[src/rtl/readout_pkg.sv]
package readout_pkg;
  typedef enum logic {
    CH_B = 1'b0,
    CH_A = 1'b1
  } chan_e;
endpackage

[src/rtl/result_store.sv]
module result_store #(
  parameter int W   = 16,
  parameter int NCH = 2
) (
  input  logic                  clk,
  input  logic                  rst,
  input  logic [NCH-1:0]        done,
  input  logic [NCH-1:0][W-1:0] din,
  output logic [NCH-1:0][W-1:0] res
);
  for (genvar c = 0; c < NCH; c++) begin : g_ch
    always_ff @(posedge clk or posedge rst) begin
      if (rst)          res[c] <= '0;
      else if (done[c]) res[c] <= din[c];
    end

    // a strobed channel takes its input
    p_load_r5: assert property (@(posedge clk) disable iff (rst)
      done[c] |=> res[c] == $past(din[c]));
    // without its strobe a channel keeps its value
    p_hold_r10: assert property (@(posedge clk) disable iff (rst)
      !done[c] |=> $stable(res[c]));
  end
endmodule

[src/rtl/lane_mux.sv]
module lane_mux
  import readout_pkg::*;
#(
  parameter int W = 16
) (
  input  logic [W-1:0] res_a,
  input  logic [W-1:0] res_b,
  input  chan_e        chan,
  input  logic         swap,
  output logic [W-1:0] word
);
  localparam int LANES = W / 8;

  function automatic logic [W-1:0] reverse_lanes(input logic [W-1:0] v);
    logic [W-1:0] r;
    for (int i = 0; i < LANES; i++)
      r[i*8 +: 8] = v[(LANES-1-i)*8 +: 8];
    return r;
  endfunction

  logic [W-1:0] picked;

  always_comb begin
    picked = (chan == CH_A) ? res_a : res_b;
    word   = swap ? reverse_lanes(picked) : picked;
  end
endmodule

[src/rtl/bus_drive.sv]
module bus_drive #(
  parameter int W = 16,
  localparam int LANES = W / 8
) (
  input  logic             clk,
  input  logic             rst,
  input  logic             cs_n,
  input  logic             rd_n,
  input  logic [W-1:0]     word,
  output logic [W-1:0]     bus_data,
  output logic [LANES-1:0] bus_oe
);
  logic read_open;
  assign read_open = !cs_n && !rd_n;

  always_ff @(posedge clk or posedge rst) begin
    if (rst) begin
      bus_oe   <= '0;
      bus_data <= '0;
    end else begin
      bus_oe   <= {LANES{read_open}};
      bus_data <= read_open ? word : '0;
    end
  end

  // enables stay low whenever reset is held
  p_idle_in_reset_r1: assert property (@(posedge clk)
    rst |-> bus_oe == '0);
  // selects low open every lane next cycle
  p_open_r2: assert property (@(posedge clk) disable iff (rst)
    read_open |=> bus_oe == {LANES{1'b1}});
  // either select high closes every lane next cycle
  p_close_r2: assert property (@(posedge clk) disable iff (rst)
    !read_open |=> bus_oe == '0);
  // an undriven bus carries zero
  p_quiet_data_r9: assert property (@(posedge clk) disable iff (rst)
    bus_oe == '0 |-> bus_data == '0);
endmodule

[src/rtl/readout_port.sv]
module readout_port
  import readout_pkg::*;
#(
  parameter int W = 16,
  localparam int LANES = W / 8
) (
  input  logic             clk,
  input  logic             rst,
  input  logic             cs_n,
  input  logic             rd_n,
  input  logic             chan_a_sel,
  input  logic             byte_swap,
  input  logic             a_done,
  input  logic [W-1:0]     a_result,
  input  logic             b_done,
  input  logic [W-1:0]     b_result,
  output logic [W-1:0]     bus_data,
  output logic [LANES-1:0] bus_oe
);
  logic [1:0][W-1:0] res;
  logic [W-1:0]      word;
  chan_e             chan;

  assign chan = chan_e'(chan_a_sel);

  result_store #(.W(W), .NCH(2)) u_store (
    .clk  (clk),
    .rst  (rst),
    .done ({b_done, a_done}),
    .din  ({b_result, a_result}),
    .res  (res)
  );

  lane_mux #(.W(W)) u_mux (
    .res_a (res[0]),
    .res_b (res[1]),
    .chan  (chan),
    .swap  (byte_swap),
    .word  (word)
  );

  bus_drive #(.W(W)) u_drive (
    .clk      (clk),
    .rst      (rst),
    .cs_n     (cs_n),
    .rd_n     (rd_n),
    .word     (word),
    .bus_data (bus_data),
    .bus_oe   (bus_oe)
  );
endmodule

[config.mk]
export PLATFORM = sky130hd
export DESIGN_NAME = readout_port
export DESIGN_NICKNAME = d
export VERILOG_FILES = /design/src/rtl/readout_pkg.sv /design/src/rtl/result_store.sv /design/src/rtl/lane_mux.sv /design/src/rtl/bus_drive.sv /design/src/rtl/readout_port.sv
export SDC_FILE = /design/constraint.sdc
export NUM_CORES = 1
export LEC_CHECK = 0
export CORE_ASPECT_RATIO = 0.6
export CORE_MARGIN = 3
export CORE_UTILIZATION = 36
export CTS_BUF_LIST = sky130_fd_sc_hd__clkbuf_8
export DETAILED_ROUTE_END_ITERATION = 8
export SLEW_MARGIN = 20
export SYNTH_ARGS = -nofsm -noshare
export SYNTH_HDL_FRONTEND = slang
export SYNTH_SLANG_ARGS = --single-unit
[constraint.sdc]
create_clock -name clk -period 1.8 [get_ports clk]
set_clock_uncertainty 0.1 [all_clocks]
set_input_delay 0.36 -clock clk [delete_from_list [all_inputs] [get_ports clk]]
set_output_delay 0.36 -clock clk [all_outputs]
set_load 0.01 [all_outputs]
==> out/metrics.cfg <==
[setup_path]
arrival_ns = 1.20
crit_path_end_kind = primary output
path_delay_family = buffers and inverters
cpPeakStageDelay_ns = 0.55
critPathBufInv = 1
worst-setup-path-type = register to primary output
path_cells = clkdlybuf4s50_1
cp.required_ns = 1.34
path_max_fanout = 1
cpMaxStageDelayCell = clkdlybuf4s50_1
start_kind = register

[route]
drt_first_pass_iters = 4
vias = 1250
detail-route-antenna-nets = 0
drt_iter0_markers = 17
wirelength_microns = 4230
post-route-drc-count = 0
wl_per_cell_microns = 16.6
viasPerCell = 4.92

[clock_tree]
ctsResizeCount = 0
cts_buffer_depth = 2
path_clk_slew_ns = 0.08
cts_setup_buffers = 0
cts_hold_buf = 0
cts-root-buf = clkbuf_8
cts_inserted_buffers = 5
htreeDepth = 2
cts_tree = done
clock-sinks = 49
clkLatencyLatePin_ns = 0.29

[global_route]
grt_pass1_vias = 1372
grt_max_degree = 50
track_usage_pct = 14.2
antenna_found_initial = 0
grt_pass1_wl_microns = 6830
grt_remaining_overflow = 0

[placement]
io_buffers = 57
globalplace.congestion = 0.765
place_hpwl_microns = 3120
dp_cells = 247

[synthesis]
synth_most_common_cell = dfrtp_1
async_reset_ff_share_pct = 100
syn_inst = 128
yosysSeqAreaShare_pct = 62.9
synth_top_area_share_pct = 62.9
synth-edff-count = 0
syn_area_sq_um = 1950
yosysWarningCount = 0
netlist_top_cells_count = 49 x dfrtp_1, 32 x mux2_2, 16 x mux2i_1, 16 x o22ai_1, 5 x buf_2
synth_area_leaders = dfrtp_1 63%, mux2_2 18%, mux2i_1 8.2%
yosysTopAreaCell = dfrtp_1
syn_area_per_cell_sq_um = 15.2
yosys.cell_types.count = 12
synth_ff_type = dfrtp_1
syn_nets = 168
synth_seq_cells = 49

[timing]
report.final.hold_viol_count = 0
finalSetupViolCount = 0
fin_crit_ns = 1.66
max-slew-margin-rel_pct = 81.5
final_min_period_over_clock_period_pct = 92.5
drv_slew = 0
grt_setup_unrepaired = no
max_freq_mhz = 601
worst_slew_pin_slew_ns = 0.269
setup_tns_ns = 0

[die]
dieArea_sq_um = 6360
ios = 58
start_util_pct = 38.0
fp.coreArea_sq_um = 5130
fp.dieW_microns = 101
row_count = 20
die_h_microns = 63.0

[min_path]
hp-class = input port to asynchronous set/reset pin

[status]
outcome = complete, no violations

[layout]
drive_above_1_share_pct = 24.5
antenna_cells = 0
area_growth_pct = 38.5
n_fill_cell = 415
final_cells = 254
final_nets = 228

[flow_run]
maxCapViolations = 0

[power]
seqPwrFrac_pct = 55.3
total_power_mw = 2.25
ir_worst_vdd_mv = 0.319
leakagePower_nw = 1.17
p_clk_share_pct = 27.9
switching_power_mw = 0.519
swShare_pct = 23.1
p_comb_share_pct = 16.9
powerDensity_nw_per_um2 = 833
p_int_mw = 1.73

## stage by stage
step	hold slack [ns]	cell area (sq um)	setup slack, ns	util (%)
final	0.320	2700	0.135	52.6
after global routing	0.333	2700	0.0806	52.6
after CTS	0.326	2700	0.115	52.6
after detailed placement	0.395	2610	0.0466	50.9
after global placement	0.389	2610	0.0752	50.9
after floorplan	0.321	1950	0.167	-
## worst paths after layout
| path | startpoint | endpoint | slack (ns) | depth (start not counted) |
|---|---|---|---|---|
| max | u_drive.bus_data[13] | bus_data[13] | 0.14 | 1 |
| min | rst | u_store.res[7] | 0.32 | 3 |
| max reg2reg | u_store.res[7] | u_drive.bus_data[7] | 0.81 | 2 |
| min reg2reg | u_store.res[18] | u_store.res[18] | 0.41 | 1 |
| max in group asynchronous | rst | u_store.res[22] | 1.06 | 3 |
| min in group clk | u_store.res[18] | u_store.res[18] | 0.41 | 1 |
## power groups by stage
stage,Combinational [mW],Clock [mW],Sequential (mW)
after floorplan,0.186,0,1.26
after global placement,0.373,0,1.26
after detailed placement,0.387,0,1.27
after CTS,0.387,0.654,1.24
after global routing,0.413,0.702,1.26
final,0.379,0.626,1.24
## cell type report
cell class | count | area (sq um) | area share (%)
flip-flops and latches | 49 | 1230 | 45.4
well taps | 66 | 82.6 | 3.06
multi-input cells | 67 | 639 | 23.7
clock buffers | 6 | 82.6 | 3.06
clock inverters | 1 | 3.75 | 0.139
repair buffers | 64 | 661 | 24.5
inverters | 1 | 3.75 | 0.139
## cell usage in the layout (no fill, tap or decap)
cell type        Yosys  layout
clkbuf_8             0       6
clkdlybuf4s50_1      0      57
o22ai_1             16      16
inv_2                0       1
dfrtp_1             49      49
or3_1                1       1
mux2_2              32      32
nor2_1               1       1
or3b_1               1       1
buf_12               0       3
inv_1                1       1
mux2i_1             16      16
buf_4                2       4
## per-layer routing
layer  track usage (%)  wire (microns)  vias to the layer above
li1                  -               -                      581
met1              19.1            1970                      622
met2              21.7            1920                       42
met3              4.68             294                        5
met4              4.48              44                        0
met5                 0               0                        -
## state kept, by name, indices dropped and copies added, names as in the netlist
signal,cells
u_drive.bus_oe,1
u_drive.bus_data,16
u_store.res,32
## cell families (layout without fill, tap and decap cells)
logic type      count (synthesis)  count (layout)  share of synthesized area (%)
flops                          49              49                           62.9
mux                            48              48                           26.7
compound gates                 16              16                           5.14
buf+inv                        12              72                           4.24
simple gates                    3               3                          0.963
Note: power is estimated with default switching activity, not from simulation.
